<file path="src/rtl/ddr_init_pkg.sv">
package ddr_init_pkg;
  typedef enum logic [2:0] {PH_PWR, PH_WAKE, PH_ISSUE, PH_GAP, PH_FIN} phase_e;

  typedef struct packed {
    logic cs_n;
    logic ras_n;
    logic cas_n;
    logic we_n;
  } cmd_t;

  localparam cmd_t CMD_NOP  = '{1'b0, 1'b1, 1'b1, 1'b1};
  localparam cmd_t CMD_PALL = '{1'b0, 1'b0, 1'b1, 1'b0};
  localparam cmd_t CMD_MRS  = '{1'b0, 1'b0, 1'b0, 1'b0};
  localparam cmd_t CMD_REF  = '{1'b0, 1'b0, 1'b0, 1'b1};

  localparam int STEP_W      = 3;
  localparam int STEP_LAST   = 6;
  localparam int STEP_DLLRST = 2;
  localparam int ALL_BANK_BIT = 10;
  localparam int DLL_RST_BIT  = 8;
  localparam int DLL_DIS_BIT  = 0;
endpackage

</file>
<file path="src/rtl/ddr_init_timer.sv">
module ddr_init_timer #(
  parameter int W = 16
) (
  input  logic         clk_i,
  input  logic         rst_ni,
  input  logic         load_i,
  input  logic [W-1:0] val_i,
  output logic [W-1:0] cnt_o
);
  logic [W-1:0] cnt_q;

  always_ff @(posedge clk_i or negedge rst_ni) begin
    if (!rst_ni)               cnt_q <= '0;
    else if (load_i)           cnt_q <= val_i;
    else if (cnt_q != '0)      cnt_q <= cnt_q - W'(1);
  end

  assign cnt_o = cnt_q;
endmodule

</file>
<file path="src/rtl/ddr_init_cmd_gen.sv">
module ddr_init_cmd_gen
  import ddr_init_pkg::*;
#(
  parameter int AW = 13
) (
  input  logic              active_i,
  input  logic [STEP_W-1:0] step_i,
  input  logic [AW-1:0]     mode_i,
  input  logic [AW-1:0]     ext_mode_i,
  output cmd_t              cmd_o,
  output logic [1:0]        ba_o,
  output logic [AW-1:0]     addr_o
);
  localparam logic [AW-1:0] ALL_BANK = AW'(1) << ALL_BANK_BIT;
  localparam logic [AW-1:0] DLL_RST  = AW'(1) << DLL_RST_BIT;
  localparam logic [AW-1:0] DLL_DIS  = AW'(1) << DLL_DIS_BIT;

  always_comb begin
    cmd_o  = CMD_NOP;
    ba_o   = 2'b00;
    addr_o = '0;
    if (active_i) begin
      case (step_i)
        3'd0, 3'd3: begin
          cmd_o  = CMD_PALL;
          addr_o = ALL_BANK;
        end
        3'd1: begin
          cmd_o  = CMD_MRS;
          ba_o   = 2'b01;
          addr_o = ext_mode_i & ~DLL_DIS;
        end
        3'd2: begin
          cmd_o  = CMD_MRS;
          addr_o = mode_i | DLL_RST;
        end
        3'd4, 3'd5: cmd_o = CMD_REF;
        3'd6: begin
          cmd_o  = CMD_MRS;
          addr_o = mode_i & ~DLL_RST;
        end
        default: cmd_o = CMD_NOP;
      endcase
    end
  end
endmodule

</file>
<file path="src/rtl/ddr_init_seq.sv">
module ddr_init_seq
  import ddr_init_pkg::*;
#(
  parameter int AW = 13,
  parameter int CW = 16
) (
  input  logic          clk_i,
  input  logic          rst_ni,
  input  logic [AW-1:0] mode_i,
  input  logic [AW-1:0] ext_mode_i,
  input  logic [CW-1:0] t_gap_i,
  input  logic [CW-1:0] t_rfc_i,
  input  logic [CW-1:0] t_dll_i,
  output logic          cke_o,
  output logic          cs_n_o,
  output logic          ras_n_o,
  output logic          cas_n_o,
  output logic          we_n_o,
  output logic [1:0]    ba_o,
  output logic [AW-1:0] addr_o,
  output logic          done_o
);
  localparam logic [CW-1:0] MIN_GAP = CW'(2);

  phase_e            phase_q;
  logic [STEP_W-1:0] step_q;
  logic [CW-1:0]     gap_eff, rfc_eff, gap_sel, gap_cnt, dll_cnt;
  logic              issue, ref_step, gap_end;
  cmd_t              cmd;

  assign gap_eff  = (t_gap_i < MIN_GAP) ? MIN_GAP : t_gap_i;
  assign rfc_eff  = (t_rfc_i < MIN_GAP) ? MIN_GAP : t_rfc_i;
  assign ref_step = (step_q == STEP_W'(4)) || (step_q == STEP_W'(5));
  assign gap_sel  = ref_step ? rfc_eff : gap_eff;
  assign issue    = (phase_q == PH_ISSUE);
  assign gap_end  = (phase_q == PH_GAP) && (gap_cnt == CW'(1));

  // spacing after each command: loaded with span-1, next issue when it reads 1
  ddr_init_timer #(.W(CW)) u_gap (
    .clk_i  (clk_i),
    .rst_ni (rst_ni),
    .load_i (issue),
    .val_i  (gap_sel - CW'(1)),
    .cnt_o  (gap_cnt)
  );

  // DLL lock wait, started by the DLL-reset mode write
  ddr_init_timer #(.W(CW)) u_dll (
    .clk_i  (clk_i),
    .rst_ni (rst_ni),
    .load_i (issue && (step_q == STEP_W'(STEP_DLLRST))),
    .val_i  (t_dll_i),
    .cnt_o  (dll_cnt)
  );

  always_ff @(posedge clk_i or negedge rst_ni) begin
    if (!rst_ni) begin
      phase_q <= PH_PWR;
      step_q  <= '0;
    end else begin
      case (phase_q)
        PH_PWR:   phase_q <= PH_WAKE;
        PH_WAKE:  phase_q <= PH_ISSUE;
        PH_ISSUE: phase_q <= PH_GAP;
        PH_GAP: if (gap_end) begin
          if (step_q == STEP_W'(STEP_LAST)) phase_q <= PH_FIN;
          else begin
            step_q  <= step_q + STEP_W'(1);
            phase_q <= PH_ISSUE;
          end
        end
        default:  phase_q <= PH_FIN;
      endcase
    end
  end

  ddr_init_cmd_gen #(.AW(AW)) u_cmd (
    .active_i   (issue),
    .step_i     (step_q),
    .mode_i     (mode_i),
    .ext_mode_i (ext_mode_i),
    .cmd_o      (cmd),
    .ba_o       (ba_o),
    .addr_o     (addr_o)
  );

  assign cke_o   = (phase_q != PH_PWR);
  assign cs_n_o  = cmd.cs_n;
  assign ras_n_o = cmd.ras_n;
  assign cas_n_o = cmd.cas_n;
  assign we_n_o  = cmd.we_n;
  assign done_o  = (phase_q == PH_FIN) && (dll_cnt <= CW'(1));
endmodule

</file>
<file path="config.mk">
export PLATFORM = sky130hd
export DESIGN_NAME = ddr_init_seq
export DESIGN_NICKNAME = d
export VERILOG_FILES = /design/src/rtl/ddr_init_pkg.sv /design/src/rtl/ddr_init_timer.sv /design/src/rtl/ddr_init_cmd_gen.sv /design/src/rtl/ddr_init_seq.sv
export SDC_FILE = /design/constraint.sdc
export NUM_CORES = 1
export LEC_CHECK = 0
export ABC_CLOCK_PERIOD_IN_PS = 8500
export BUFFER_PORTS_ARGS = -buffer_cell sky130_fd_sc_hd__clkbuf_2
export CELL_PAD_IN_SITES_DETAIL_PLACEMENT = 1
export CELL_PAD_IN_SITES_GLOBAL_PLACEMENT = 1
export CORE_ASPECT_RATIO = 0.7
export CORE_UTILIZATION = 38
export CTS_CLUSTER_SIZE = 8
export DETAILED_ROUTE_END_ITERATION = 10
export PLACE_DENSITY = 0.9
export SLEW_MARGIN = 20
export SYNTH_ARGS = -nofsm -noshare
export SYNTH_HDL_FRONTEND = slang
export SYNTH_HIERARCHICAL = 1
export SYNTH_SLANG_ARGS = --single-unit
</file>
<file path="constraint.sdc">
create_clock -name clk_i -period 8.5 [get_ports clk_i]
set_input_delay 0 -clock clk_i [delete_from_list [all_inputs] [get_ports clk_i]]
set_output_delay 0 -clock clk_i [all_outputs]
set_load 0.05 [all_outputs]
</file>
==> flow_metrics.tcl, run 1 <==
set metrics [dict create \
    synthArstFlopShare 1.00 \
    dr_wl_met3_um 428 \
    placed_cells 608 \
    routed.top_layer "met4" \
    dieWidth_um 113 \
    fin_util 0.489 \
    clock-sinks 38 \
    criticalPathCategory "register to register" \
    maxCapViolCount 0 \
    port_buffers 92 \
    cts_htree_levels 2 \
    synthesis.area_sq_um 3300 \
    dpl_worst_slack_ps 5250 \
    peakVddDrop_uv 89.0 \
    clk_pin_slew_ps 60 \
    final_common_cell "clkbuf_2" \
    setup-violations-final 0 \
    yosysWarnings 6 \
    max_freq_mhz 304 \
    vias_per_cell 5.55 \
    area_delta_synth_final_pct 25.2 \
    synth_edf_count 0 \
    total_leakage_power_uw 0.00157 \
    synth_top_area_frac 0.288 \
    final_cells 631 \
    critPathMaxFanout 18 \
    synth_top_family_by_area "simple AND/OR/NAND/NOR gates" \
    setup_ws_ps 5210 \
    route.met2.wl_um 4990 \
    num-nets-final 593 \
    required_ps 8640 \
    synth_ff_type "dfrtp_1" \
    ant_nets 0 \
    first_pass_iters 4 \
    drv_slew 0 \
    outcome "complete, no violations" \
    fin_skew_ps 5.16 \
    antenna_found_initial 0 \
    endpoint_kind "register" \
    synth-xor-area-share 0.0744 \
    cts_buffers 5 \
    synth_area_leaders "dfrtp_1 29%, nand2_1 6.9%, xnor2_1 6.6%" \
    worst_pin_slew_ps 971 \
    ioPinCount 97 \
    cts.path.max_buffers 2 \
    grt_setup_unrepaired "no" \
    muxShareOfSynthArea 0.0486 \
    cp-start-kind "register" \
    fill_cells 1059 \
    grt-ovfl-total 0 \
    antenna-diode-count 0 \
    synthDistinctLibCells 54 \
    vias 3499 \
    wl_per_cell_um 16.4 \
    grt_pass1_vias 3547 \
    finalCriticalPeriod_ps 3290 \
    setup-tns-final_ps 0 \
    wl_um 10400 \
    power_density_nw_per_um2 165 \
    core-area_sq_um 8440 \
    final_cell_mix "92 x clkbuf_2, 61 x nand2_1, 38 x dfrtp_1, 31 x nor2_1, 25 x xnor2_1" \
    relSlewSlack 0.352 \
    ys_seq_area_frac 0.288 \
    die_h_um 79.9 \
    die-area_sq_um 9060 \
    hpwl_um 7770 \
    grt_pass1_wl_um 17300 \
    hold_path_class "input pin to register" \
    grt_max_degree 47 \
    cp.arrival_ps 3430 \
    rows 28 \
    synth-compound-area-share 0.202 \
    drive_gt1_frac 0.247 \
    m1WireLength_um 4900 \
    drt_iter0_markers 130 \
    synth_top_area_cell "dfrtp_1" \
    post_cts_resized 0 \
    final_hold_viol_count 0 \
    fin_crit_sh 0.387 \
    synthSimpleGateAreaFrac 0.307 \
    cts-root-buf "clkbuf_16" \
    synth_area_per_cell_sq_um 8.02 \
    finalWeightedCongestion 0.825 \
    track_usage 0.239 \
    cts_tree "yes" \
    drc 0 \
    insertion_delay_ps 280 \
    p_total_uw 679 \
    syn_inst 411 \
    start_util 0.390 \
    synth_fa_ha_area_frac 0.0266 \
    synth_seq_cells 38 \
]
==> critical path, stage by stage, from the launching register on <==
cell	delay (ps)
dfrtp_1	560
inv_1	160
ha_1	250
o21a_1	520
o31ai_1	390
ha_1	290
o211ai_1	270
nor3_1	260
xnor2_1	160
mux2i_1	90
nor2_1	130
a31oi_1	50
==> sequential cells by signal, summed over array words and instances (netlist names) <==
register / count
phase_q: 3
step_q: 3
u_dll/cnt_o: 16
u_gap/cnt_o: 16
==> routing by layer <==
metal | vias up | GRT usage
met5 | - | 0
met4 | 0 | 0.0447
met3 | 4 | 0.0372
met2 | 74 | 0.421
met1 | 1723 | 0.312
li1 | 1698 | -
==> synth_stat cells (9+ instances only) <==
library cell and number:
nand2_1 61, dfrtp_1 38, nor2_1 31, xnor2_1 25, nor3_1 23, a21oi_1 20, inv_1 18, nor4_1 18
o21ai_0 17, mux2i_1 13, nand3_1 12, o31ai_1 11, o22ai_2 10, clkbuf_1 9, or3_1 9
==> where the power goes <==
group	internal [uW]	switching (uW)	total [uW]	leakage, uW
registers	228	71.2	299	0.000446
clock network	116	74.1	191	0.0000739
logic	91.8	97.7	190	0.00105
total	436	243	679	0.00157
==> path summary, 6_finish.rpt <==
kind                                   from              end  slack [ps]  cells after the start
worst min register to register   phase_q[0]       phase_q[0]         560                      1
max in group asynchronous            rst_ni  u_dll/cnt_o[10]        7490                      2
min in group asynchronous            rst_ni   u_dll/cnt_o[2]         410                      2
worst min-delay path            t_dll_i[13]  u_dll/cnt_o[13]          20                      3
worst max register to register    step_q[0]  u_gap/cnt_o[14]        5210                     11
worst max-delay path              step_q[0]  u_gap/cnt_o[14]        5210                     11
==> logic make-up after synthesis <==
kind of cell             count (synthesis)
flip-flops                              38
AO/OA/AOI/OAI                           93
other                                    1
multiplexers                            15
AND/OR/NAND/NOR                        193
XOR/XNOR                                28
adder cells (fa/ha/maj)                  7
buffers and inverters                   36
==> per-stage QoR <==
step	area, sq um	hold slack (ps)
floorplan	3300	-296
global placement	3830	205
detailed placement	3830	212
CTS	4130	5.47
global route	4130	44.4
finish	4130	23.1
==> layout make-up <==
class | count | area [sq um] | share of cell area
Multi-Input combinational cell | 338 | 2180 | 0.529
Clock buffer | 7 | 143 | 0.0346
Clock inverter | 1 | 5.00 | 0.00121
Inverter | 18 | 67.6 | 0.0164
Sequential cell | 38 | 951 | 0.230
Tap cell | 120 | 150 | 0.0364
Timing Repair Buffer | 109 | 626 | 0.152
==> what timing repair did <==
| action | in CTS | in global routing |
|---|---|---|
| buffers inserted | 0 | 0 |
| hold buffers | 15 | 0 |
| endpoints found under the hold margin | 52 | 0 |
No activity file was read; power rests on OpenSTA's default activity.
==> run 2, diff against run 1 <==
--- a/config.mk
+++ b/config.mk
@@ -5,15 +5,15 @@
 export SDC_FILE = /design/constraint.sdc
 export NUM_CORES = 1
 export LEC_CHECK = 0
-export ABC_CLOCK_PERIOD_IN_PS = 8500
+export ABC_CLOCK_PERIOD_IN_PS = 2700
 export BUFFER_PORTS_ARGS = -buffer_cell sky130_fd_sc_hd__clkbuf_2
 export CELL_PAD_IN_SITES_DETAIL_PLACEMENT = 1
 export CELL_PAD_IN_SITES_GLOBAL_PLACEMENT = 1
 export CORE_ASPECT_RATIO = 0.7
-export CORE_UTILIZATION = 38
+export CORE_UTILIZATION = 34
 export CTS_CLUSTER_SIZE = 8
 export DETAILED_ROUTE_END_ITERATION = 10
-export PLACE_DENSITY = 0.9
+export PLACE_DENSITY = 0.86
 export SLEW_MARGIN = 20
 export SYNTH_ARGS = -nofsm -noshare
 export SYNTH_HDL_FRONTEND = slang
==> constraint.sdc (replaced) <==
create_clock -name clk_i -period 2.7 [get_ports clk_i]
set_input_delay 0 -clock clk_i [delete_from_list [all_inputs] [get_ports clk_i]]
set_output_delay 0 -clock clk_i [all_outputs]
set_load 0.05 [all_outputs]
==> run 2 against run 1 <==
Cell count up 5.1%; register-to-register slack worse by 5200 ps; fmax up 22%; clock power rose to 3.2 times the previous value; core utilization down 1.2 points; wire length up 14%; first-iteration DRC count up 10%; setup slack worse by 5200 ps; via count up 6.2%; combinational power rose to 3.4 times the previous value; count of clock-buffer cells in the layout down 1.
==> flow_metrics.tcl, run 2 (synthesized netlist as in run 1, its figures left out) <==
set metrics [dict create \
    final_hold_viol_count 0 \
    final_cell_mix "91 x clkbuf_2, 61 x nand2_1, 37 x dfrtp_1, 31 x nor2_1, 27 x buf_4" \
    power_density_nw_per_um2 501 \
    holdWs_ps 30.9 \
    worst_pin_slew_ps 917 \
    first_pass_iters 5 \
    ant_nets 0 \
    die-area_sq_um 10100 \
    globalRouteMet1Util 0.286 \
    cts_htree_levels 2 \
    insertion_delay_ps 290 \
    setup-violations-final 0 \
    multi_input_area_sq_um 2240 \
    r2r_start "step_q[0]" \
    total_leakage_power_uw 0.00171 \
    required_ps 2850 \
    cp.arrival_ps 2850 \
    fin_skew_ps 7.04 \
    net-switching-power_uw 817 \
    fin_area_sq_um 4410 \
    endpoint_kind "register" \
    dieWidth_um 120 \
    start_util 0.356 \
    cts_buffers 5 \
    vias_per_cell 5.61 \
    fin_crit_sh 0.998 \
    antenna_found_initial 1 \
    drv_slew 0 \
    post_cts_buffers 0 \
    wl_um 11900 \
    finalCriticalPeriod_ps 2700 \
    p_sw_frac 0.370 \
    fin_util 0.477 \
    area_delta_synth_final_pct 33.7 \
    maxCapViolCount 0 \
    fill_cells 1164 \
    combPwrFrac 0.292 \
    wl_per_cell_um 17.9 \
    ioPinCount 97 \
    cp-start-kind "register" \
    peakVddDrop_uv 360 \
    core-area_sq_um 9250 \
    grt_pass1_vias 3872 \
    hpwl_um 8470 \
    grt_pass1_wl_um 18900 \
    port_buffers 92 \
    drc 0 \
    p_int_uw 1390 \
    die_h_um 84.4 \
    hold_path_class "input pin to register" \
    rows 29 \
    clock_power_share 0.278 \
    grt_max_degree 39 \
    crit_start "step_q[0]" \
    seq_power_share 0.430 \
    use_met3 0.0394 \
    track_usage 0.234 \
    criticalPathCategory "register to register" \
    drt_iter0_markers 143 \
    setup-tns-final_ps 0 \
    critPathMaxFanout 5 \
    top_usage_layer "met2" \
    grtUsageMet2 0.415 \
    clk_pin_slew_ps 60 \
    vias 3717 \
    clock-sinks 38 \
    outcome "complete, no violations" \
    drive_gt1_frac 0.297 \
    min_from "t_dll_i[13]" \
    relSlewSlack 0.389 \
    placed_area_sq_um 4040 \
    finalWeightedCongestion 0.878 \
    max_freq_mhz 371 \
    cts-root-buf "clkbuf_16" \
    cts_tree "yes" \
    cts.path.max_buffers 2 \
    num-nets-final 620 \
    grt_setup_unrepaired "yes" \
    final_common_cell "clkbuf_2" \
    grt-ovfl-total 0 \
    final-seq-area_sq_um 952 \
]
-- run 2: cell count changes in the layout (fill, tap and decap cells not counted), sizes merged --
cell / delta
buf: +27
clkbuf: -2
clkinvlp: +1
diode: +1
dlygate4sd3: +1
-- run 2: timing repair --
item / CTS / global route
setup endpoints to repair: 1 / 11
pin swaps: 0 / 4
gates resized for setup: 3 / 8
endpoints found under the hold margin: 53 / 0
hold buffers: 16 / 0
-- run 2: cell type report --
cell class,count,share of cell area
Inverter,18,0.0153
Clock inverter,2,0.00284
Tap cell,124,0.0352
Clock buffer,6,0.0315
Antenna cell,1,0.000568
Timing Repair Buffer,136,0.191
Sequential cell,38,0.216
Multi-Input combinational cell,338,0.507
-- run 2: metal layers --
metal / up-vias / wire, um
met5: - / 0
met4: 0 / 301
met3: 29 / 580
met2: 132 / 5770
met1: 1805 / 5190
li1: 1751 / -
-- run 2: critical path, cell delays in order (launching register included) --
cell and delay (ps):
dfrtp_2 410, inv_1 130, ha_1 260, o21ai_4 110, nor4_1 320, o41ai_1 250
a2111oi_2 480, xnor2_1 200, mux2i_1 120, o21ai_1 200, a21oi_1 60
-- run 2: final timing paths --
path                       slack (ps)              end  cells past startpoint
max                                 5  u_gap/cnt_o[13]                     10
min                                30  u_dll/cnt_o[13]                      3
max reg2reg                         5  u_gap/cnt_o[13]                     10
min reg2reg                       560       phase_q[0]                      1
max in group asynchronous        1700        step_q[0]                      2
min in group asynchronous         380   u_dll/cnt_o[3]                      2
-- run 2: power groups by stage --
stage	combinational [uW]	clock (uW)	sequential, uW
after floorplan	407	0	874
after global placement	560	0	922
after detailed placement	593	0	947
after CTS	618	625	941
after global routing	707	645	976
final	645	615	949
-- run 2: per-stage QoR --
stage | power, uW | setup slack (ps) | instances
global placement | 1480 | -28.5 | 638
floorplan | 1280 | 6.30 | 412
global route | 2330 | -85.6 | 663
finish | 2210 | 4.52 | 663
detailed placement | 1540 | -213 | 638
CTS | 2180 | 10.6 | 662
==> run 3, diff against run 2 <==
--- a/config.mk
+++ b/config.mk
@@ -5,6 +5,7 @@
 export SDC_FILE = /design/constraint.sdc
 export NUM_CORES = 1
 export LEC_CHECK = 0
+export ABC_AREA = 1
 export ABC_CLOCK_PERIOD_IN_PS = 2700
 export BUFFER_PORTS_ARGS = -buffer_cell sky130_fd_sc_hd__clkbuf_2
 export CELL_PAD_IN_SITES_DETAIL_PLACEMENT = 1
@@ -13,7 +14,7 @@
 export CORE_UTILIZATION = 34
 export CTS_CLUSTER_SIZE = 8
 export DETAILED_ROUTE_END_ITERATION = 10
-export PLACE_DENSITY = 0.86
+export PLACE_DENSITY = 0.88
 export SLEW_MARGIN = 20
 export SYNTH_ARGS = -nofsm -noshare
 export SYNTH_HDL_FRONTEND = slang
==> run 3 against run 2 <==
Critical path depth grew 7; clock skew grew 2.5 ps; sequential share of layout area shrank 2.2 points; synthesized area grew 19%; sequential cell count is the same; combinational power grew 52%; global-route usage shrank 1.9 points; register-to-register slack gained 160 ps; first-iteration DRC count is the same; cell area grew 11%; critical path type unchanged; largest cell class unchanged; highest routed layer unchanged.
==> flow_metrics.tcl, run 3 <==
set metrics [dict create \
    setup-violations-final 0 \
    final_cells 911 \
    required_ps 2890 \
    fin_util 0.442 \
    p_int_uw 1590 \
    syn_inst 646 \
    max_freq_mhz 395 \
    net-switching-power_uw 1000 \
    rows 32 \
    grt_setup_unrepaired "yes" \
    wl_um 12400 \
    placed_area_sq_um 4580 \
    hpwl_um 9760 \
    start_util 0.353 \
    ioPinCount 97 \
    clock-sinks 38 \
    yosysWarnings 6 \
    insertion_delay_ps 290 \
    track_usage 0.215 \
    final_common_cell "nand2_1" \
    maxCapViolCount 0 \
    synth.most_common_cell "nand2_1" \
    area_delta_synth_final_pct 25.0 \
    total_leakage_power_uw 0.00264 \
    num-nets-final 840 \
    grt-ovfl-total 0 \
    worst_pin_slew_ps 956 \
    drive_gt1_frac 0.278 \
    criticalPathCategory "register to register" \
    port_buffers 92 \
    cp.arrival_ps 2720 \
    synth_top_area_frac 0.242 \
    clk_pin_slew_ps 60 \
    power_density_nw_per_um2 528 \
    synth_area_per_cell_sq_um 6.09 \
    relSlewSlack 0.363 \
    cts_tree "yes" \
    die_h_um 92.0 \
    final_cell_mix "201 x nand2_1, 98 x nor2_1, 91 x clkbuf_2, 78 x inv_1, 43 x nand3_1" \
    cp_num_buf_inv 4 \
    core-area_sq_um 11100 \
    peakVddDrop_uv 283 \
    grt_pass1_vias 4358 \
    drt_iter0_markers 143 \
    antenna-diode-count 0 \
    critPathMaxFanout 11 \
    hold_path_class "input pin to register" \
    ant_nets 0 \
    synth_area_leaders "dfrtp_1 24%, nand2_1 19%, nor2_1 9.4%" \
    placed_cells 889 \
    fin_crit_sh 0.937 \
    fin_skew_ps 9.56 \
    drv_slew 0 \
    wl_per_cell_um 13.6 \
    synthTopCellsByCount "201 x nand2_1, 98 x nor2_1, 78 x inv_1" \
    synth_top_area_cell "dfrtp_1" \
    synth_seq_cells 38 \
    synthArstFlopShare 1.00 \
    synthDistinctLibCells 37 \
    cts-root-buf "clkbuf_16" \
    cts.path.max_buffers 2 \
    vias_per_cell 4.82 \
    fin_area_sq_um 4910 \
    p_sw_frac 0.387 \
    finalWeightedCongestion 0.879 \
    grt_max_degree 39 \
    cpMostUsedCell "nand2_1" \
    combPwrFrac 0.378 \
    finalCriticalPeriod_ps 2530 \
    first_pass_iters 4 \
    grt_pass1_wl_um 20500 \
    dieWidth_um 131 \
    cp_slowest_cell "dfrtp_1" \
    synth_ff_type "dfrtp_1" \
    cpLargestDelayFamily "simple AND/OR/NAND/NOR gates" \
    cts_htree_levels 2 \
    ys_seq_area_frac 0.242 \
    die-area_sq_um 12000 \
    antenna_found_initial 0 \
    drc 0 \
    clock_power_share 0.310 \
    crit_chain "inv_1, ha_1, nand2_1, nand2_4, buf_4, nand2_1, o21ai_2, nor2_1, nand2_1, nor2_2, nand2_2, xnor2_2, or2_2, nand2_1, inv_1, nand2_1, inv_1" \
    outcome "complete, no violations" \
    vias 4394 \
    synth_edf_count 0 \
    cpPeakStageDelay_ps 380 \
    endpoint_kind "register" \
    final_hold_viol_count 0 \
    synthesis.area_sq_um 3930 \
    cts_buffers 5 \
    cp-start-kind "register" \
    seq_power_share 0.312 \
]
run 3: cell count changes after synthesis, sizes merged, moves of 9 or more:
cell,delta
nand2,+164
nor2,+97
inv,+67
nand3,+39
xnor2,-22
nor3,-19
nor4,-17
mux2i,-13
o21ai,+13
o31ai,-11
or3,-11
o22ai,-10
clkbuf,-9
or2,+9
run 3: area by class of cell:
cell class / count / area, sq um
multi-input combinational: 511 / 2580
sequential: 38 / 951
clock buffer: 6 / 139
timing repair buffer: 116 / 671
clock inverter: 2 / 60.1
fill: 1556 / 6220
inverter: 85 / 319
tap: 153 / 191
run 3: path summary, 6_finish.rpt:
| kind | endpoint | depth (start not counted) | slack (ps) | startpoint |
|---|---|---|---|---|
| max in group asynchronous | u_dll/cnt_o[2] | 2 | 1690 | rst_ni |
| setup reg to reg | u_gap/cnt_o[14] | 17 | 170 | step_q[0] |
| hold / removal | u_dll/cnt_o[11] | 3 | 1 | t_dll_i[11] |
| setup / recovery | u_gap/cnt_o[14] | 17 | 170 | step_q[0] |
| min in group asynchronous | u_dll/cnt_o[11] | 2 | 400 | rst_ni |
| hold reg to reg | phase_q[0] | 1 | 500 | phase_q[2] |
run 3: worst reg2reg max path: stages, from the launching register on:
cell and delay (ps):
dfrtp_1 380, inv_1 70, ha_1 240, nand2_1 140, nand2_4 120, buf_4 170, nand2_1 110, o21ai_2 130
nor2_1 120, nand2_1 80, nor2_2 160, nand2_2 90, xnor2_2 130, or2_2 290, nand2_1 70, inv_1 40
nand2_1 50, inv_1 40
run 3: power groups by stage:
stage | Sequential, uW | Combinational, uW | Clock (uW)
after floorplan | 778 | 718 | 0
after global placement | 808 | 905 | 0
after detailed placement | 817 | 963 | 0
after CTS | 810 | 980 | 821
after global routing | 828 | 1120 | 842
final | 810 | 982 | 805
run 3: metrics by stage:
step	worst slack (ps)	setup TNS, ps	power (uW)	hold slack (ps)
floorplan	357	0	1500	-296
global placement	237	0	1710	223
detailed placement	134	0	1780	227
CTS	107	0	2610	8.06
global route	-82.6	-82.6	2790	25.9
finish	169	0	2600	1.24
run 3: per-layer routing:
metal | vias to the layer above | track usage | part of all wire
met5 | - | 0 | 0
met1 | 2082 | 0.292 | 0.49
li1 | 2220 | - | -
met4 | 0 | 0.0345 | 0.0060
met2 | 85 | 0.357 | 0.46
met3 | 7 | 0.0379 | 0.049
run 3: cell families (layout without fill, tap and decap cells):
group / after synthesis / after routing / share of synthesized area
flip-flops: 38 / 38 / 0.242
buffers and inverters: 98 / 209 / 0.108
adder cells (fa/ha/maj): 7 / 7 / 0.0223
AO/OA/AOI/OAI: 57 / 57 / 0.0802
XOR/XNOR: 9 / 9 / 0.0239
AND/OR/NAND/NOR: 436 / 436 / 0.523
other: 1 / 2 / 0.000954
run 3: timing repair:
action                                  CTS  global route
resized for setup                         0             3
hold buffers                              7             0
hold endpoints to repair                 44             0
endpoints found under the setup margin    0             3
setup buffers                             0             7
